==> src/rtl/relay_guard_pkg.sv <==
package relay_guard_pkg;

  typedef struct packed {
    logic interval;
    logic wash;
  } sw_pair_t;

  function automatic logic sw_all_open(input sw_pair_t s);
    return ~(s.interval | s.wash);
  endfunction

endpackage

==> src/rtl/rg_oc_qualifier.sv <==
module rg_oc_qualifier #(
  parameter int unsigned DEBOUNCE_TICKS = 10
) (
  input  logic clk,
  input  logic rst,
  input  logic tick_1ms,
  input  logic overcur,
  input  logic blank,
  output logic qualified
);
  localparam int unsigned CW = $clog2(DEBOUNCE_TICKS + 1);
  localparam logic [CW-1:0] LIMIT = CW'(DEBOUNCE_TICKS);

  logic [CW-1:0] run_cnt;

  always_ff @(posedge clk) begin
    if (rst || blank || !overcur) begin
      run_cnt <= '0;
    end else if (tick_1ms && run_cnt != LIMIT) begin
      run_cnt <= run_cnt + 1'b1;
    end
  end

  assign qualified = overcur && !blank && (run_cnt == LIMIT);
endmodule

==> src/rtl/rg_fault_latch.sv <==
module rg_fault_latch
  import relay_guard_pkg::*;
(
  input  logic     clk,
  input  logic     rst,
  input  logic     set_req,
  input  sw_pair_t sw,
  output logic     fault_next,
  output logic     fault_q
);
  always_comb begin
    if (sw_all_open(sw)) begin
      fault_next = 1'b0;
    end else if (set_req) begin
      fault_next = 1'b1;
    end else begin
      fault_next = fault_q;
    end
  end

  always_ff @(posedge clk) begin
    if (rst) begin
      fault_q <= 1'b0;
    end else begin
      fault_q <= fault_next;
    end
  end
endmodule

==> src/rtl/rg_drive_stage.sv <==
module rg_drive_stage (
  input  logic clk,
  input  logic rst,
  input  logic relay_req,
  input  logic fault_next,
  input  logic force_on,
  output logic drive_q
);
  always_ff @(posedge clk) begin
    if (rst) begin
      drive_q <= 1'b0;
    end else begin
      drive_q <= force_on | (relay_req & ~fault_next);
    end
  end
endmodule

==> src/rtl/relay_guard.sv <==
module relay_guard
  import relay_guard_pkg::*;
#(
  parameter int unsigned DEBOUNCE_TICKS = 10
) (
  input  logic clk,
  input  logic rst,
  input  logic tick_1ms,
  input  logic relay_req,
  input  logic overcur,
  input  logic load_dump,
  input  logic sw_interval,
  input  logic sw_wash,
  output logic relay_drive,
  output logic fault_held
);
  logic     short_seen;
  logic     fault_nxt;
  sw_pair_t sw_now;

  assign sw_now.interval = sw_interval;
  assign sw_now.wash     = sw_wash;

  rg_oc_qualifier #(.DEBOUNCE_TICKS(DEBOUNCE_TICKS)) qual_i (
    .clk       (clk),
    .rst       (rst),
    .tick_1ms  (tick_1ms),
    .overcur   (overcur),
    .blank     (load_dump),
    .qualified (short_seen)
  );

  rg_fault_latch latch_i (
    .clk        (clk),
    .rst        (rst),
    .set_req    (short_seen),
    .sw         (sw_now),
    .fault_next (fault_nxt),
    .fault_q    (fault_held)
  );

  rg_drive_stage drv_i (
    .clk        (clk),
    .rst        (rst),
    .relay_req  (relay_req),
    .fault_next (fault_nxt),
    .force_on   (load_dump),
    .drive_q    (relay_drive)
  );
endmodule

==> config.mk <==
export PLATFORM = sky130hd
export DESIGN_NAME = relay_guard
export DESIGN_NICKNAME = d
export VERILOG_FILES = /design/src/rtl/relay_guard_pkg.sv /design/src/rtl/rg_oc_qualifier.sv /design/src/rtl/rg_fault_latch.sv /design/src/rtl/rg_drive_stage.sv /design/src/rtl/relay_guard.sv
export SDC_FILE = /design/constraint.sdc
export NUM_CORES = 1
export LEC_CHECK = 0
export BUFFER_PORTS_ARGS = -buffer_cell sky130_fd_sc_hd__clkbuf_2
export CORE_AREA = 2 2 39 41
export DETAILED_ROUTE_END_ITERATION = 12
export DIE_AREA = 0 0 41 43
export GPL_TIMING_DRIVEN = 0
export PLACE_DENSITY = 0.5
export REMOVE_ABC_BUFFERS = 1
export SYNTH_ARGS = -nofsm -noshare
export SYNTH_HDL_FRONTEND = slang
export SYNTH_SLANG_ARGS = --single-unit
==> constraint.sdc <==
create_clock -name clk -period 2.5 [get_ports clk]
set_input_delay 0 -clock clk [delete_from_list [all_inputs] [get_ports clk]]
set_output_delay 0 -clock clk [all_outputs]
set_load 0.005 [all_outputs]
# After elaboration in Yosys (flattened, before gate mapping)

Index checks and enable logic that the tools add are counted.

Reduce and logical (&&, ||, !) cells: 7
Mux-type cells: 2
Bitwise gates (word level): 4
Equality and inequality tests: 2
Add/sub/neg operators: 1

Operators by type and width:

| kind                                                          | count |
|---|---|
| 4-bit by 1-bit adder with 4-bit output, second input constant | 1 |
| 4-bit equality test, second input constant                    | 1 |
| 4-bit != test, second input constant                          | 1 |
| 1-bit logical AND                                             | 3 |
| 1-bit logical NOT                                             | 2 |
| 1-bit logical OR                                              | 2 |
| 1-bit two-way mux                                             | 2 |
| 1-bit bitwise OR                                              | 2 |
| 1-bit bitwise AND                                             | 1 |
| 1-bit inverter                                                | 1 |

Output and inout bits: 2
Word-level logic and storage cells: 19
Register bits after elaboration: 6

# Longest topological paths before layout

Gate-level depths: netlist of the first run.

Depth in word-level cells: 8
Depth in mapped cells: 5
Mapped depth without buffers: 5

# By module

From an unflattened synthesis of the first run, not the netlist that was laid out.

Cell total of the unflattened synthesis: 30
Area total of the unflattened synthesis: 297.8 um^2

Modules (own cells, without submodules):

| module          | area each (um^2) | seq. area each (um^2) | cells each | times used |
|---|---|---|---|---|
| rg_oc_qualifier | 216.5            | 80.1                  | 23         | 1 |
| rg_fault_latch  | 42.5             | 20.0                  | 3          | 1 |
| rg_drive_stage  | 38.8             | 20.0                  | 4          | 1 |

# Worst setup path before layout of the first run

Ideal clock, no wire load.

Path type: reg2reg
From: register qual_i.run_cnt[0]
To: register drv_i.drive_q
Slack: 1.322 ns
Data arrival time: 1.053 ns
Cell stages (with the launch flop): 6
Cells stage by stage: dfxtp_1 > inv_1 > ha_1 > nand3b_2 > nor4b_1 > nor3_1

Cells in the longest elaborated chain, start to end: 7

Ends and longest elaborated chain:

| element                  | RTL line              | RTL |
|---|---|---|
| start: declaration       | rg_oc_qualifier.sv:14 | `logic [CW-1:0] run_cnt;` |
| start signal: assignment | rg_oc_qualifier.sv:20 | `run_cnt <= run_cnt + 1'b1;` |
| 4-bit equality test      | rg_oc_qualifier.sv:24 | `assign qualified = overcur && !blank && (run_cnt == LIMIT);` |
| 1-bit logical AND        | rg_oc_qualifier.sv:24 |  |
| 1-bit two-way mux        | rg_fault_latch.sv:14  | `end else if (set_req) begin` |
| 1-bit two-way mux        | rg_fault_latch.sv:12  | `if (sw_all_open(sw)) begin` |
| 1-bit inverter           | rg_drive_stage.sv:13  | `drive_q <= force_on \| (relay_req & ~fault_next);` |
| 1-bit bitwise AND        | rg_drive_stage.sv:13  |  |
| 1-bit bitwise OR         | rg_drive_stage.sv:13  |  |
| end signal: assignment   | rg_drive_stage.sv:13  |  |
| end: declaration         | rg_drive_stage.sv:7   | `output logic drive_q` |

Every way passes these cells.
A chain may end at the register's enable or synchronous reset.

# Worst setup path in the final report of the first run

Same ends and word-level chain as after synthesis.

==> results of run 1 <==
## layout make-up
type,count,area (µm²),share of cell area [%]
Multi-Input combinational cell,24,172.7,43.81
Sequential cell,6,120.1,30.48
Timing Repair Buffer,10,55.05,13.97
Clock buffer,3,22.52,5.714
Tap cell,16,20.02,5.079
Inverter,1,3.754,0.9524
## cell families after synthesis
family / Yosys count / share of synthesized area (%)
AO/OA/AOI/OAI: 9 / 22.36
XOR/XNOR: 1 / 2.954
adder cells (fa/ha/maj): 2 / 8.437
buffers and inverters: 1 / 1.265
flip-flops: 6 / 40.51
AND/OR/NAND/NOR: 12 / 24.47
## power breakdown
| part | switching, W | internal [W] | leakage (nW) |
|---|---|---|---|
| clock | 0.0000331 | 0.0000542 | 0.0138 |
| combinational | 0.00000815 | 0.00000959 | 0.0939 |
| sequential | 0.000000995 | 0.0000980 | 0.0488 |
| total | 0.0000422 | 0.000162 | 0.156 |
## sequential cells by signal, indices dropped and copies added, names as in the netlist
register / count
latch_i.fault_q: 1
drv_i.drive_q: 1
qual_i.run_cnt: 4
## synthesized netlist by cell type, drive strengths merged
master	instances
nor3b	1
nor4b	1
dfxtp	6
a211oi	1
nor2	4
xor2	1
o21ai	1
a31o	1
a21oi	3
nor3	1
nand2	2
ha	2
nand4	1
or3b	1
a211o	1
nand3b	1
a311oi	1
o21a	1
inv	1
## worst min path at each step
stage	cells after the start	slack, ns	from	to
final	2	0.05	tick_1ms	qual_i.run_cnt[1]$_SDFFE_PP0P_
after global routing	2	0.05	tick_1ms	qual_i.run_cnt[1]$_SDFFE_PP0P_
after CTS	3	0.04	relay_req	drv_i.drive_q$_SDFF_PP0_
after detailed placement	2	0.22	rst	drv_i.drive_q$_SDFF_PP0_
after global placement	2	0.22	rst	drv_i.drive_q$_SDFF_PP0_
after floorplan	1	0.08	rst	drv_i.drive_q$_SDFF_PP0_
## routing by layer
layer | routed length (µm) | vias to the layer above | GRT usage, %
li1 | - | 145 | -
met1 | 239 | 122 | 5.769
met2 | 243 | 7 | 9.375
met3 | 51 | 0 | 7.853
met4 | 0 | 0 | 2.000
met5 | 0 | - | 0
## timing repair
| action | in CTS | in global routing |
|---|---|---|
| buffers inserted | 0 | 0 |
| hold buffers | 1 | 0 |
| hold endpoints to repair | 1 | 0 |
## through the flow
stage / worst slack (ns) / cell area (µm²) / utilization (%) / total power, W
floorplan: 1.322 / 296.5 / - / 0.0001074
global placement: 1.193 / 361.6 / 26.13 / 0.0001173
detailed placement: 1.214 / 361.6 / 26.13 / 0.0001174
CTS: 1.194 / 394.1 / 28.48 / 0.0002094
global route: 1.088 / 394.1 / 28.48 / 0.0002172
finish: 1.205 / 394.1 / 28.48 / 0.0002039
==> results.toml, run 1 <==
[setup_path]
crit_end = "drv_i.drive_q$_SDFF_PP0_"
reg2reg_slack_ns = 1.20
worst-path-stages = 5
setup.worst_path.start_class = "register"
reg2reg_to = "drv_i.drive_q$_SDFF_PP0_"
regToRegStartpoint = "qual_i.run_cnt[0]$_SDFFE_PP0P_"
cp_top_family = "simple AND/OR/NAND/NOR gates"
arrival_ns = 1.42
endpoint_kind = "register"
reg2reg_depth = 5
critical_path_buf_inv_count = 1
max_stage_delay_ns = 0.33
crit_slowest_cell = "dfxtp_1"
worstSetupStartpoint = "qual_i.run_cnt[0]$_SDFFE_PP0P_"
setup.worst_path.class = "reg -> reg"
required_ns = 2.62
crit_path_cell_trace = "inv_1 > ha_1 > nand3b_2 > nor4b_1 > nor3_1"
worstPathMaxFanout = 6

[yosys]
ys_warn_count = 0
yosys-top-cells-area = "dfxtp_1, ha_1, a21oi_1"
synth_seq_area_share_pct = 40.51
syn_inst = 31
synth_area_leader_cell = "dfxtp_1"
synthesis.area_um2 = 296.5
synth_cell_types = 19
synth_seq_cells = 6
syn_area_per_cell_um2 = 9.566
synth_top_area_share_pct = 40.51

[routing]
drt_iter0_drc = 2
drc = 0
vias = 274
wl_per_cell_um = 8.883
drt-pass1-iter-count = 2
detail_route.vias_per_cell = 4.567
drtAntennaViolNets = 0
wirelength_um = 533

[sta]
timing.hold.ws_ns = 0.04755
tightest_slew_ns = 0.2479
slew_viol_final = 0
period_share_pct = 51.82
maxSlewHeadroom_pct = 83.24
finalClockSkew_ns = 0.0009958
fmaxAchievable_mhz = 771.9
final.setup.tns_ns = 0
fin_crit_ns = 1.296
final-setup-viol-count = 0
hold_viol_final = 0
grt_setup_unrepaired = "false"

[global_route]
grtUsageTotal_pct = 6.620
grt_pass1_wl_um = 724
first_global_vias = 214
grt_max_degree = 7
overflow = 0
antenna_found_initial = 0

[cts]
cts_tree = "yes"
cts_buffer_depth = 2
clock_sinks = 6
clkTransAtPathRegs_ns = 0.04
htree_levels = 1
numCtsBuffers = 3
clkLatencyLatePin_ns = 0.24
post_cts_resized = 0
root_buffer = "clkbuf_4"

[worst_hold_path]
hp-class = "in -> reg"

[placement]
portBuffers = 9
gp_congestion = 0.6072
hpwl_um = 433.4
dp.cells = 56

[floorplanning]
fp.coreArea_um2 = 1384
row_count = 14
start_util_pct = 21.43
die_x_um = 41
ioPinCount = 10
dieArea_um2 = 1763
die_h_um = 43

[layout]
fin_nets = 56
syn2layout_area_growth_pct = 32.91
final_cell_mix = "clkbuf_2, dfxtp_1, nor2_1"
fillers = 149
fin_cells = 60
layout_commonest_cell = "clkbuf_2"
diodes = 0
drive_above_1_share_pct = 34.09

[power_and_ir_drop]
peakVddDrop_uv = 144.3
p_per_area_nw_per_um2 = 517.4
leakagePower_nw = 0.1565

[flow_run]
maxCapViolCount = 0

[run_status]
status = "finished clean"
No activity file was read; power rests on OpenSTA's default activity.
==> run 2: changes to the inputs <==
ABC_AREA = 1   (was unset)
clock period = 1.3 ns   (was 2.5 ns; I/O delays follow)
==> results.toml, run 2 <==
[routing]
detail_route.vias_per_cell = 4.191
drt_iter0_drc = 0
drtAntennaViolNets = 0
wirelength_um = 548
drc = 0
vias = 285
wl_per_cell_um = 8.059
drt-pass1-iter-count = 1

[floorplanning]
ioPinCount = 10
die_h_um = 43
dieArea_um2 = 1763
start_util_pct = 21.52
die_x_um = 41
row_count = 14
fp.coreArea_um2 = 1384

[yosys]
synth_edf_count = 0
syn_area_per_cell_um2 = 7.836
synth_seq_area_share_pct = 40.34
yosys-top-cells-area = "dfxtp_1, nand2_1, ha_1"
synth_cell_types = 15
synth_ff_type = "dfxtp_1"
synth_seq_cells = 6
async_reset_ff_share_pct = 0
synthesis.area_um2 = 297.8
synth_top_area_share_pct = 40.34
syn_inst = 38
ys_warn_count = 0
synth_area_leader_cell = "dfxtp_1"
ys_top_cells_by_count = "nand2_1, dfxtp_1, inv_1, a21oi_1, nor2_1"
synth_most_common_cell = "nand2_1"

[sta]
finalClockSkew_ns = 0.002381
final.setup.tns_ns = 0
period_share_pct = 90.71
tightest_slew_ns = 0.1944
fmaxAchievable_mhz = 848.0
fin_crit_ns = 1.179
maxSlewHeadroom_pct = 86.99
grt_setup_unrepaired = "false"
slew_viol_final = 0
timing.hold.ws_ns = 0.04075
setup_slack_ns = 0.1207
hold_viol_final = 0
final-setup-viol-count = 0

[cts]
cts_tree = "yes"
htree_levels = 1
cts_buffer_depth = 2
root_buffer = "clkbuf_4"
clock_sinks = 6
numCtsBuffers = 3
clkLatencyLatePin_ns = 0.24
clkTransAtPathRegs_ns = 0.04
post_cts_buffers = 0

[placement]
dp.cells = 63
gp_congestion = 0.5818
post-place-ws_ns = 0.1252
hpwl_um = 430.4
portBuffers = 9

[global_route]
antenna_found_initial = 0
first_global_vias = 230
grt_max_degree = 5
grt_pass1_wl_um = 814
overflow = 0
grtUsageTotal_pct = 7.638

[layout]
diodes = 0
largest_reg_flops = 4
regMostFlops = "qual_i.run_cnt"
layout_commonest_cell = "clkbuf_2"
fin_nets = 64
reg.largest.list = "qual_i.run_cnt x4, drv_i.drive_q x1, latch_i.fault_q x1"
final_cell_mix = "clkbuf_2, nand2_1, inv_1, dfxtp_1"
drive_above_1_share_pct = 30.77
syn2layout_area_growth_pct = 39.50
fin_cells = 68

[setup_path]
worstPathMaxFanout = 4
setup.worst_path.start_class = "register"
worstSetupStartpoint = "qual_i.run_cnt[0]$_SDFFE_PP0P_"
endpoint_kind = "register"
reg2reg_slack_ns = 0.12
arrival_ns = 1.36
required_ns = 1.48
regToRegStartpoint = "qual_i.run_cnt[0]$_SDFFE_PP0P_"
setup.worst_path.class = "reg -> reg"

[power_and_ir_drop]
finalPower_w = 0.0004038
leakagePower_nw = 0.1879
p_per_area_nw_per_um2 = 972.1
peakVddDrop_uv = 357.2

[run_status]
status = "finished clean"

[worst_hold_path]
hp-class = "in -> reg"
min_from = "load_dump"

[flow_run]
maxCapViolCount = 0
-- run 2: worst max-delay path, cell delays in order (launching register included) --
cell,delay [ns]
dfxtp_1,0.37
inv_1,0.07
ha_1,0.19
nand2_1,0.10
nor2_4,0.05
nand2_1,0.06
nand2_1,0.04
nand2_1,0.07
nand2_1,0.06
a21oi_2,0.10
-- run 2: timing repair --
item                                    CTS  global route
hold endpoints to repair                  2             0
endpoints found under the setup margin    0             1
hold buffers                              2             0
resized for setup                         0             2
-- run 2: per-layer routing --
layer	share of wire, %	routed length (µm)	GRT usage, %	vias to the layer above
met3	8.6	47	6.283	2
met2	43	235	10.00	10
met5	0	0	0	-
met4	2.6	14	6.000	0
li1	-	-	-	155
met1	45	249	7.419	118
-- run 2: kinds of logic after synthesis --
| kind of cell | count (synthesis) | share of synthesized area [%] |
|---|---|---|
| simple gates | 16 | 28.15 |
| buf+inv | 6 | 7.562 |
| flops | 6 | 40.34 |
| fa+ha+maj | 2 | 8.402 |
| compound gates | 8 | 15.54 |
-- run 2: area by class of cell --
class	count	area, µm²
timing repair buffer	11	65.06
fill	153	968.4
sequential	6	120.1
clock buffer	3	22.52
inverter	6	22.52
tap	16	20.02
multi-input combinational	26	165.2
-- run 2: metrics by stage --
step / cell area (µm²) / util [%]
global route: 415.4 / 30.02
CTS: 405.4 / 29.29
detailed placement: 362.8 / 26.22
floorplan: 297.8 / -
finish: 415.4 / 30.02
global placement: 362.8 / 26.22
-- run 2: final timing paths --
check | to | cells after the start
max reg2reg | drv_i.drive_q$_SDFF_PP0_ | 9
min | drv_i.drive_q$_SDFF_PP0_ | 3
max | drv_i.drive_q$_SDFF_PP0_ | 9
min reg2reg | qual_i.run_cnt[3]$_SDFFE_PP0P_ | 2
-- run 2: where the power goes --
group          total [W]  switching [W]  internal (W)
registers       0.000190     0.00000198      0.000188
clock network   0.000174      0.0000690      0.000105
logic          0.0000402      0.0000191     0.0000211
==> run 3: changes to the inputs <==
PLACE_DENSITY = 0.52   (was 0.5)
SYNTH_HIERARCHICAL = 1   (was unset)
==> results.toml, run 3 <==
[sta]
hold_viol_final = 0
grt_setup_unrepaired = "true"
fmaxAchievable_mhz = 785.1
finalClockSkew_ns = 0.007123
final.setup.tns_ns = 0
tightest_slew_ns = 0.2217
period_share_pct = 97.97
fin_crit_ns = 1.274
final-setup-viol-count = 0
maxSlewHeadroom_pct = 85.17
slew_viol_final = 0
setup_slack_ns = 0.02633

[cts]
clkLatencyLatePin_ns = 0.24
cts_tree = "yes"
cts_buffer_depth = 2
htree_levels = 1
root_buffer = "clkbuf_4"
clkTransAtPathRegs_ns = 0.05
numCtsBuffers = 3
clock_sinks = 6

[yosys]
async_reset_ff_share_pct = 0
synth_top_family_by_area = "simple AND/OR/NAND/NOR gates"
synth-compound-area-share_pct = 7.576
syn_area_per_cell_um2 = 7.028
synth_mux_area_share_pct = 0
synth_xor_area_share_pct = 0
ys_warn_count = 6
synthSimpleGateAreaFrac_pct = 37.12
synthesis.area_um2 = 330.3
synth_ff_type = "dfxtp_1"
synth_fa_ha_area_share_pct = 7.576
synth_area_leader_cell = "dfxtp_1"
synth_seq_cells = 6
synth_top_area_share_pct = 36.36
syn_inst = 47
yosys-top-cells-area = "dfxtp_1, inv_1, nand2_1"
ys_top_cells_by_count = "inv_1, nand2_1, dfxtp_1, nor2_1, nand3_1"
synth_edf_count = 0
synth_cell_types = 13
synth_seq_area_share_pct = 36.36

[global_route]
overflow = 0
grt_max_degree = 8
grtUsageTotal_pct = 10.26
antenna_found_initial = 0
first_global_vias = 312
grt_pass1_wl_um = 1110

[placement]
post-place-ws_ns = -0.09421
gp_congestion = 0.6836
place_area_um2 = 395.4
portBuffers = 9
hpwl_um = 454.9
dp.cells = 72

[routing]
wirelength_um = 606
detail_route.vias_per_cell = 4.077
drtAntennaViolNets = 0
drc = 0
vias = 318
drt-pass1-iter-count = 3
wl_per_cell_um = 7.769
drt_iter0_drc = 2

[layout]
regMostFlops = "qual_i/run_cnt"
final_core_util_pct = 35.08
diodes = 0
final_cell_mix = "clkbuf_2, nand2_1, inv_1"
fin_nets = 74
largest_reg_flops = 4
reg.largest.list = "qual_i/run_cnt x4, drv_i/drive_q x1, latch_i/fault_q x1"
drive_above_1_share_pct = 45.16
stdcell_area_um2 = 485.5
fin_cells = 78
syn2layout_area_growth_pct = 46.97

[floorplanning]
fp.coreArea_um2 = 1384
row_count = 14
dieArea_um2 = 1763
start_util_pct = 23.87
die_h_um = 43
ioPinCount = 10
die_x_um = 41

[power_and_ir_drop]
leakagePower_nw = 0.2086
p_switching_w = 0.00008788
p_clk_share_pct = 41.3
intPower_w = 0.0003138
pwr-share-seq_pct = 47.4
peakVddDrop_uv = 376.0
p_sw_share_pct = 21.88
pwr-share-comb_pct = 11.3
p_per_area_nw_per_um2 = 827.5

[setup_path]
worstSetupStartpoint = "qual_i/run_cnt[0]$_SDFFE_PP0P_"
endpoint_kind = "register"
max_stage_delay_ns = 0.36
setup.worst_path.start_class = "register"
reg2reg_depth = 11
setup.worst_path.class = "reg -> reg"
crit_path_cell_trace = "inv_4 > ha_4 > nand3_4 > nor3_2 > inv_1 > nand2_1 > nand2_2 > inv_2 > inv_2 > nand2_2 > a21oi_2"
critical_path_buf_inv_count = 4
worstPathMaxFanout = 5
cp_top_family = "simple AND/OR/NAND/NOR gates"
reg2reg_to = "drv_i/drive_q$_SDFF_PP0_"
required_ns = 1.43
reg2reg_slack_ns = 0.03
crit_slowest_cell = "dfxtp_4"
regToRegStartpoint = "qual_i/run_cnt[0]$_SDFFE_PP0P_"
arrival_ns = 1.40

[worst_hold_path]
min_from = "load_dump"
hp-class = "in -> reg"
min_to = "drv_i/drive_q$_SDFF_PP0_"
worstHoldPathCells = 3

[flow_run]
maxCapViolCount = 0

[run_status]
status = "finished clean"
## run 3: changes by cell type after synthesis, sizes merged, moves of 2 or more
cell   previous run  this run
inv               6        10
o21ai             3         0
nand2             7        12
nand3             1         4
nor2              5         7
## run 3: worst reg2reg max path: stages, from the launching register on
cell and delay (ns):
dfxtp_4 0.36, inv_4 0.05, ha_4 0.13, nand3_4 0.08, nor3_2 0.18, inv_1 0.05
nand2_1 0.07, nand2_2 0.06, inv_2 0.05, inv_2 0.03, nand2_2 0.06, a21oi_2 0.05
## run 3: cells by family (layout without fill, tap and decap cells)
| logic type | after synthesis | count (layout) |
|---|---|---|
| compound gates | 4 | 4 |
| simple gates | 25 | 25 |
| buf+inv | 10 | 25 |
| flops | 6 | 6 |
| fa+ha+maj | 2 | 2 |
## run 3: cell type report
class / instances / area, µm²
Sequential cell: 6 / 125.1
Timing Repair Buffer: 12 / 72.57
Clock buffer: 3 / 22.52
Tap cell: 16 / 20.02
Inverter: 10 / 40.04
Multi-Input combinational cell: 31 / 205.2
Fill cell: 154 / 898.4
## run 3: per-stage QoR
| stage | total power, W | hold WS [ns] |
|---|---|---|
| 3_5_place_dp | 0.0002325 | 0.2475 |
| 3_3_place_gp | 0.0002317 | 0.2481 |
| 2_1_floorplan | 0.0002117 | 0.06244 |
| 6_report | 0.0004017 | 0.05104 |
| 4_1_cts | 0.0004143 | 0.04721 |
| 5_1_grt | 0.0004285 | 0.06500 |
## run 3: power by group through the flow
stage	registers [W]	logic, W	clock network [W]
after floorplan	0.000194	0.0000178	0
after global placement	0.000194	0.0000378	0
after detailed placement	0.000194	0.0000385	0
after CTS	0.000191	0.0000445	0.000179
after global routing	0.000191	0.0000522	0.000186
final	0.000190	0.0000455	0.000166
## run 3: repair_timing
action | CTS | global route
hold buffers | 2 | 0
endpoints found under the setup margin | 1 | 1
hold endpoints to repair | 2 | 0
pin swaps | 0 | 7
setup buffers | 0 | 1
gates resized for setup | 6 | 7
## run 3: how the worst max path moves through the flow
stage                     cells past startpoint                  endpoint  slack (ns)
after floorplan                              11  drv_i/drive_q$_SDFF_PP0_        0.05
after global placement                       11  drv_i/drive_q$_SDFF_PP0_       -0.11
after detailed placement                     10  drv_i/drive_q$_SDFF_PP0_       -0.09
after CTS                                    11  drv_i/drive_q$_SDFF_PP0_        0.01
after global routing                         11  drv_i/drive_q$_SDFF_PP0_       -0.06
final                                        11  drv_i/drive_q$_SDFF_PP0_        0.03
## run 3: routing by layer
layer	GRT usage (%)	vias up	part of all wire [%]
met3	5.236	2	3.5
met4	12.67	0	2.3
met5	0	-	0
met1	9.385	136	44
met2	13.75	5	50
li1	-	175	-
